`src/rtl/sm3x_pkg.sv`:
```
// Package: shared word type and the SM3 expansion arithmetic.
// Assumes 32-bit words; rotation amounts follow the SM3 message schedule.
package sm3x_pkg;

    localparam int WORD_W = 32;

    // Rotation amounts used by the schedule and by P1
    localparam int ROT_TAP_NEAR  = 15;
    localparam int ROT_TAP_OLD   = 7;
    localparam int ROT_P1_A      = 15;
    localparam int ROT_P1_B      = 23;

    typedef logic [WORD_W-1:0] word_t;

    // Rotate a word left by a fixed amount in 1..WORD_W-1
    function automatic word_t rotl(input word_t x, input int unsigned n);
        return (x << n) | (x >> (WORD_W - n));
    endfunction

    // Permutation applied to the combined taps
    function automatic word_t p1_perm(input word_t x);
        return x ^ rotl(x, ROT_P1_A) ^ rotl(x, ROT_P1_B);
    endfunction

    // Next schedule word from the five window taps (ages 16, 9, 3, 13, 6)
    function automatic word_t expand_word(input word_t age16, input word_t age9,
                                          input word_t age3, input word_t age13,
                                          input word_t age6);
        return p1_perm(age16 ^ age9 ^ rotl(age3, ROT_TAP_NEAR))
               ^ rotl(age13, ROT_TAP_OLD) ^ age6;
    endfunction

endpackage

```
`src/rtl/sm3x_word_unpack.sv`:
```
// Module: splits a message block into big-endian words.
// Word 0 is taken from the most significant end of the block, so the first
// byte of the message becomes the top byte of word 0. Purely combinational.
module sm3x_word_unpack
    import sm3x_pkg::*;
#(
    parameter int NUM_WORDS = 16,
    localparam int BLOCK_W  = NUM_WORDS * WORD_W
) (
    input  logic [BLOCK_W-1:0]                block,
    output logic [NUM_WORDS-1:0][WORD_W-1:0]  words
);

    // One slice per word, highest slice first
    for (genvar i = 0; i < NUM_WORDS; i++) begin : g_slice
        assign words[i] = block[BLOCK_W-1-i*WORD_W -: WORD_W];
    end

endmodule

```
`src/rtl/sm3x_window.sv`:
```
// Module: sliding window of schedule words.
// Entry k holds W[j+k] for the current round j. A load fills it with the block
// words; a step shifts it by one and appends the word produced from five taps.
// Assumes load and step are never asserted together.
module sm3x_window
    import sm3x_pkg::*;
#(
    parameter int NUM_WORDS = 16,
    parameter int LOOKAHEAD = 4
) (
    input  logic                              clk,
    input  logic                              rst_n,
    input  logic                              load,
    input  logic                              step,
    input  logic [NUM_WORDS-1:0][WORD_W-1:0]  load_words,
    output word_t                             head_w,
    output word_t                             head_wp
);

    // Tap positions relative to the head for the word W[j+NUM_WORDS]
    localparam int TAP_AGE16 = 0;
    localparam int TAP_AGE9  = NUM_WORDS - 9;
    localparam int TAP_AGE3  = NUM_WORDS - 3;
    localparam int TAP_AGE13 = NUM_WORDS - 13;
    localparam int TAP_AGE6  = NUM_WORDS - 6;

    word_t win [NUM_WORDS];
    word_t tail_next;

    // Produce the word that enters at the tail on the next step
    always_comb begin
        tail_next = expand_word(win[TAP_AGE16], win[TAP_AGE9], win[TAP_AGE3],
                                win[TAP_AGE13], win[TAP_AGE6]);
    end

    // Clear, load or shift the window
    always_ff @(posedge clk) begin
        if (!rst_n) begin
            for (int k = 0; k < NUM_WORDS; k++) win[k] <= '0;
        end else if (load) begin
            for (int k = 0; k < NUM_WORDS; k++) win[k] <= load_words[k];
        end else if (step) begin
            for (int k = 0; k < NUM_WORDS - 1; k++) win[k] <= win[k+1];
            win[NUM_WORDS-1] <= tail_next;
        end
    end

    // Present the head word and its mix with the word LOOKAHEAD places ahead
    always_comb begin
        head_w  = win[0];
        head_wp = win[0] ^ win[LOOKAHEAD];
    end

endmodule

```
`src/rtl/sm3x_round_ctrl.sv`:
```
// Module: round sequencer for one block.
// Idle until a block is accepted, then counts the rounds as pairs are taken
// and returns to idle after the last one. A block is taken only when idle.
module sm3x_round_ctrl #(
    parameter int NUM_ROUNDS = 64,
    localparam int RND_W     = $clog2(NUM_ROUNDS)
) (
    input  logic             clk,
    input  logic             rst_n,
    input  logic             in_valid,
    input  logic             out_ready,
    output logic             in_ready,
    output logic             out_valid,
    output logic             load,
    output logic             step,
    output logic [RND_W-1:0] round
);

    localparam logic [RND_W-1:0] LAST_ROUND = RND_W'(NUM_ROUNDS - 1);

    logic busy;

    // Handshake decode
    always_comb begin
        in_ready  = !busy;
        out_valid = busy;
        load      = in_valid && !busy;
        step      = busy && out_ready;
    end

    // Track busy state and the round index
    always_ff @(posedge clk) begin
        if (!rst_n) begin
            busy  <= 1'b0;
            round <= '0;
        end else if (load) begin
            busy  <= 1'b1;
            round <= '0;
        end else if (step) begin
            if (round == LAST_ROUND) begin
                busy  <= 1'b0;
                round <= '0;
            end else begin
                round <= round + 1'b1;
            end
        end
    end

endmodule

```
`src/rtl/sm3x_msg_expand.sv`:
```
// Module: SM3 message expansion unit (top).
// Accepts one 512-bit block and streams 64 (W, W') pairs, one per taken
// handshake, with the round index. Padding is done upstream.
module sm3x_msg_expand
    import sm3x_pkg::*;
#(
    parameter int NUM_WORDS  = 16,
    parameter int NUM_ROUNDS = 64,
    parameter int LOOKAHEAD  = 4,
    localparam int BLOCK_W   = NUM_WORDS * WORD_W,
    localparam int RND_W     = $clog2(NUM_ROUNDS)
) (
    input  logic               clk,
    input  logic               rst_n,
    input  logic               in_valid,
    output logic               in_ready,
    input  logic [BLOCK_W-1:0] in_block,
    output logic               out_valid,
    input  logic               out_ready,
    output logic [RND_W-1:0]   out_round,
    output logic [WORD_W-1:0]  out_w,
    output logic [WORD_W-1:0]  out_wp
);

    logic [NUM_WORDS-1:0][WORD_W-1:0] blk_words;
    logic load, step;

    // Block to words
    sm3x_word_unpack #(.NUM_WORDS(NUM_WORDS)) u_unpack (
        .block (in_block),
        .words (blk_words)
    );

    // Round sequencing and handshakes
    sm3x_round_ctrl #(.NUM_ROUNDS(NUM_ROUNDS)) u_ctrl (
        .clk       (clk),
        .rst_n     (rst_n),
        .in_valid  (in_valid),
        .out_ready (out_ready),
        .in_ready  (in_ready),
        .out_valid (out_valid),
        .load      (load),
        .step      (step),
        .round     (out_round)
    );

    // Sliding schedule window
    sm3x_window #(.NUM_WORDS(NUM_WORDS), .LOOKAHEAD(LOOKAHEAD)) u_win (
        .clk        (clk),
        .rst_n      (rst_n),
        .load       (load),
        .step       (step),
        .load_words (blk_words),
        .head_w     (out_w),
        .head_wp    (out_wp)
    );

endmodule

```
`config.mk`:
```
export PLATFORM = sky130hd
export DESIGN_NAME = sm3x_msg_expand
export DESIGN_NICKNAME = d
export VERILOG_FILES = /design/src/rtl/sm3x_pkg.sv /design/src/rtl/sm3x_word_unpack.sv /design/src/rtl/sm3x_window.sv /design/src/rtl/sm3x_round_ctrl.sv /design/src/rtl/sm3x_msg_expand.sv
export SDC_FILE = /design/constraint.sdc
export NUM_CORES = 1
export LEC_CHECK = 0
export ABC_AREA = 1
export BUFFER_PORTS_ARGS = -buffer_cell sky130_fd_sc_hd__buf_2
export CAP_MARGIN = 20
export CORE_MARGIN = 4
export CORE_UTILIZATION = 40
export DETAILED_ROUTE_END_ITERATION = 16
export PLACE_DENSITY = 0.63
export SLEW_MARGIN = 30
export SYNTH_ARGS = -nofsm -noshare
export SYNTH_HDL_FRONTEND = slang
export SYNTH_HIERARCHICAL = 1
export SYNTH_SLANG_ARGS = --single-unit
export TNS_END_PERCENT = 30
```
`constraint.sdc`:
```
create_clock -name clk -period 16.8 [get_ports clk]
set_input_delay 2.52 -clock clk [delete_from_list [all_inputs] [get_ports clk]]
set_output_delay 2.52 -clock clk [all_outputs]
set_load 0.05 [all_outputs]
```
# After elaboration in Yosys (flattened, before gate mapping)
# Memories as Yosys holds them, arrays and structs flattened.
# Cells that the tools add are included.
# totals
memories,1
regBits,7
mem_bits_rw,512
# memory_table
name,depth,word_bits,rd,rd_ports_with_merged_regs,write_ports,line,text
u_win.win,16,32,16,0,16,sm3x_window.sv:27,word_t win [NUM_WORDS];
# classes
muxes,44
n_reduce_logical,7
n_addsub,1
n_eq_ne,1
bitwise,44
# op_table
operator,count
$mux W32,32
$xor A32 B32 Y32,7
$or A32 B15 Y32,2
$or A1 B1 Y1,32
$or A32 B23 Y32,1
$or A32 B7 Y32,1
$mux W1,11
$add A6 B1 Y6 const B,1
$eq A6 B6 Y1 const B,1
$mux W6,1
$reduce_bool A2 Y1,2
$logic_and A1 B1 Y1,2
$reduce_and A2 Y1,1
$reduce_or A2 Y1,1
$logic_not A1 Y1,1
$not A1 Y1,1

# Longest topological paths before layout
# An unclocked memory read counts as a cell.
# logic_depth
word_depth,9
mapped_depth,11
depth_no_buf,11

# Modules after synthesis
# Netlist, hierarchy kept.
# by_module_without_submodules
mod,area_per_inst_um2,instances,cells_each
sm3x_window,24923.9,1,2205
sm3x_word_unpack,3843.7,1,512
sm3x_round_ctrl,365.4,1,55

# Worst setup path before layout
# OpenSTA, ideal clock, no wires.
# synth_timing
path_type,in2reg
start,in in_valid
end,"mem u_win/win[1][0] in the netlist's numbering, enable pin"
arrival_time_ns,6.968
setup_time_ns,1.752
setup_slack_ns,8.080
path_stages,10
cell_sequence,inv_1 > nor2_1 > buf_6 > inv_4 > nand2_2 > nand2_1 > inv_2 > buf_4 > buf_2 > nand2_1
# synth_rtl
element,line,text
start: declaration,sm3x_msg_expand.sv:15,"input logic in_valid,"
end: declaration,sm3x_window.sv:27,

==> flow_summary.yaml <==
status:
  outcome: "complete, no violations"
synth:
  synth_fa_ha_area_share_pct: 0.04295
  synth_area_leaders: "edfxtp_1 53%, buf_4 14%, a32o_1 7.9%, nand2_1 6.4%, nand3_1 5.9%"
  ys_ff_latch: 519
  synth-compound-area-share_pct: 13.99
  synth_top_family_by_area: "buffers and inverters"
  ys_warn_count: 6
  syn_area_per_cell_um2: 10.51
  synth_cells: 2772
  synth_nets: 3289
  synth.mux.area_fraction_pct: 0
  ys_types: 28
  synth.largest_area_cell: "edfxtp_1"
  synth-simple-area-share_pct: 12.94
  synth_xor_area_share_pct: 0.9620
  yosysTopAreaCellShare_pct: 52.77
  synth_area_mm2: 0.02913
  synth-seq-area-share_pct: 53.26
timing:
  relSlewSlack_pct: 37.52
  setup_tns_ns: 0
  setup_violations: 0
  fin_crit_sh_pct: 32.75
  period_needed_ns: 5.502
  max_slew.worst_pin.slew_ns: 0.9372
  skew_ns: 0.02153
  slew_viol_final: 0
  grt_setup_unrepaired: "no"
  fmax_mhz: 181.7
  finalHoldViolCount: 0
power_and_ir_drop:
  power_per_cell_area_mw_per_mm2: 115.5
  vdd_drop_max_mv: 0.08704
  p_leak_uw: 0.01316
  finalPower_uw: 3541
worst_setup_path:
  regToRegStartpoint: "u_ctrl/out_valid$_SDFFE_PN0P_"
  end_kind: "flip-flop"
  r2r_slack_ns: 12.91
  crit_family: "buffers and inverters"
  path_cells: "buf_8 -> nand2_1 -> inv_6 -> nand2_4 -> buf_4 -> buf_6"
  worstSetupStartpointType: "primary input"
  startpoint: "rst_n"
  crit_end: "u_win/win[10][20]$_DFFE_PP_"
  worstPathMaxFanout: 138
  crit_type: "primary input to flip-flop"
  r2r_end: "u_win/win[10][20]$_DFFE_PP_"
  crit_buf_inv: 4
  critPathRequiredTime_ns: 17.04
  cpMaxStageDelayCell: "nand2_4"
  max_stage_delay_ns: 0.62
  cp_num_cells: 6
  crit_arrival_ns: 5.74
  worstRegToRegCells: 8
floorplan:
  fp.dieW_um: 277.9
  die_area_mm2: 0.07721
  io_pins: 588
  core_mm2: 0.07185
  num_rows: 98
  start_util_pct: 40.54
  die_h_um: 277.9
detailed_routing:
  routedWlPerCell_um: 29.82
  drt_iter0_markers: 3015
  finalWirelength_mm: 112.9
  drc: 0
  ant_nets: 0
  firstDrtPassIters: 6
  num_vias: 21400
  vias_per_cell: 5.654
clock_tree:
  hold_buffers: 0
  cts_num_sinks: 519
  cts_setup_buffers: 0
  root_buffer: "clkbuf_16"
  h-tree-depth: 2
  post_cts_resized: 0
  numCtsBuffers: 57
  path_clk_slew_ns: 0.06
  cts_tree: "yes"
  cts_buffer_depth: 3
  insertion_delay_ns: 0.61
cells_and_area:
  area_growth_syn_to_layout_pct: 5.253
  nets: 3290
  fill_cells: 6935
  layout-drive-gt1-share_pct: 25.17
global_route:
  grt_max_degree: 220
  grt_pass1_vias: 20120
  grt_remaining_overflow: 0
  antenna_found_initial: 31
  grt_util_all_layers_pct: 27.65
  grt_pass1_wl_mm: 150.4
placement:
  io_buffer_count: 587
  routabilityCongestion: 0.9690
  hpwl_mm: 87.25
job:
  max_cap_viol_count: 0
hold_path:
  hold_path.class: "flip-flop to flip-flop"
## worst reg2reg max path: stages (launching register included)
cell and delay, ns:
dfxtp_1 0.45, nand2_2 0.16, inv_2 0.15, nand2_2 0.09
nand2_1 0.14, inv_6 0.24, nand2_4 0.68, buf_4 0.74
buf_6 0.76
## layout make-up
cell class / instances / area, µm² / area share [%]
sequential: 519 / 15510 / 50.60
multi-input combinational: 1389 / 8169 / 26.64
timing repair buffer: 603 / 3143 / 10.25
clock buffer: 72 / 1525 / 4.974
tap: 950 / 1189 / 3.876
inverter: 203 / 770.7 / 2.514
clock inverter: 35 / 316.6 / 1.032
antenna: 14 / 35.03 / 0.1143
## per-layer routing
layer / up-vias / track usage (%) / routed length [µm]
met5: - / 0 / 69
met4: 8 / 10.42 / 4849
met3: 202 / 5.546 / 10400
met2: 1309 / 46.72 / 54360
met1: 10370 / 35.13 / 43200
li1: 9514 / - / -
## synthesized netlist by cell type (all sizes together)
master and number:
a21oi 4, nand3 347, a32o 231, nand3b 2, a31oi 1, clkbuf 44
nand2 502, nor2 10, edfxtp 512, dfxtp 7, nand4 1, buf 617
ha 1, o21ai 123, or2 7, xor2 32, inv 203, a22o 128
## where the power goes
part	switching, µW	internal (µW)
Sequential	104	1570
Combinational	445	175
Clock	530	719
Total	1080	2460
## kinds of logic (layout without fill, tap and decap cells)
family,after synthesis,count (layout)
xor+xnor,32,32
simple gates,869,869
flops,519,519
fa+ha+maj,1,1
compound gates,487,487
other cells,0,14
buf+inv,864,913
## registers in the layout, summed over array words and instances, names as in the netlist
name,cells
u_ctrl/round,6
u_ctrl/out_valid,1
u_win/win,512
## per-stage QoR
| step | worst slack, ns | cell area [µm²] | cells | hold slack, ns | util [%] |
|---|---|---|---|---|---|
| 6_report | 11.30 | 30660 | 3785 | 0.5207 | 42.67 |
| 5_1_grt | 11.07 | 30650 | 3780 | 0.5489 | 42.66 |
| 3_3_place_gp | 10.54 | 28730 | 3663 | 0.4980 | 39.98 |
| 2_1_floorplan | 8.080 | 29130 | 2772 | 0.5121 | - |
| 3_5_place_dp | 10.69 | 28750 | 3663 | 0.5128 | 40.01 |
| 4_1_cts | 11.34 | 30590 | 3770 | 0.5210 | 42.57 |
## worst min path at each step
stage | from | end | slack, ns | depth (start not counted)
global placement | u_ctrl/round[0]$_SDFFE_PP0P_ | u_ctrl/round[0]$_SDFFE_PP0P_ | 0.50 | 2
floorplan | u_win/win[1][0]$_SDFFCE_PN0P_ | u_win/win[0][0]$_DFFE_PP_ | 0.51 | 1
detailed placement | u_ctrl/round[0]$_SDFFE_PP0P_ | u_ctrl/round[0]$_SDFFE_PP0P_ | 0.51 | 2
finish | u_ctrl/round[0]$_SDFFE_PP0P_ | u_ctrl/round[0]$_SDFFE_PP0P_ | 0.52 | 2
CTS | u_ctrl/round[0]$_SDFFE_PP0P_ | u_ctrl/round[0]$_SDFFE_PP0P_ | 0.52 | 2
global route | u_win/win[9][18]$_DFFE_PP_ | u_win/win[8][18]$_DFFE_PP_ | 0.55 | 1
## cell usage in the layout (no fill, tap or decap), types with 3 or more instances in the layout
master      Yosys  layout
a22o_1        128     128
dfxtp_1         7       7
o21ai_0        33      33
diode_2         0      14
nor2_1          7       6
edfxtp_1      512     512
clkinv_1        0       9
xor2_1         32      32
clkinv_4        0       3
nand3_2         3       3
buf_6          10       8
nand2_4         0       3
clkinvlp_4      0       5
buf_4         559       5
a32o_1        231     231
clkinv_2        0      13
inv_1         198     198
bufinv_16       0       5
o21ai_1        90      90
clkbuf_1       44      13
nand3_1       344     344
nor2_4          2       3
a21oi_1         4       4
buf_2          48     586
nand2_1       496     493
or2_1           6       6
nand2_2         6       6
clkbuf_16       0      59
(Power assumes the default switching activity.)
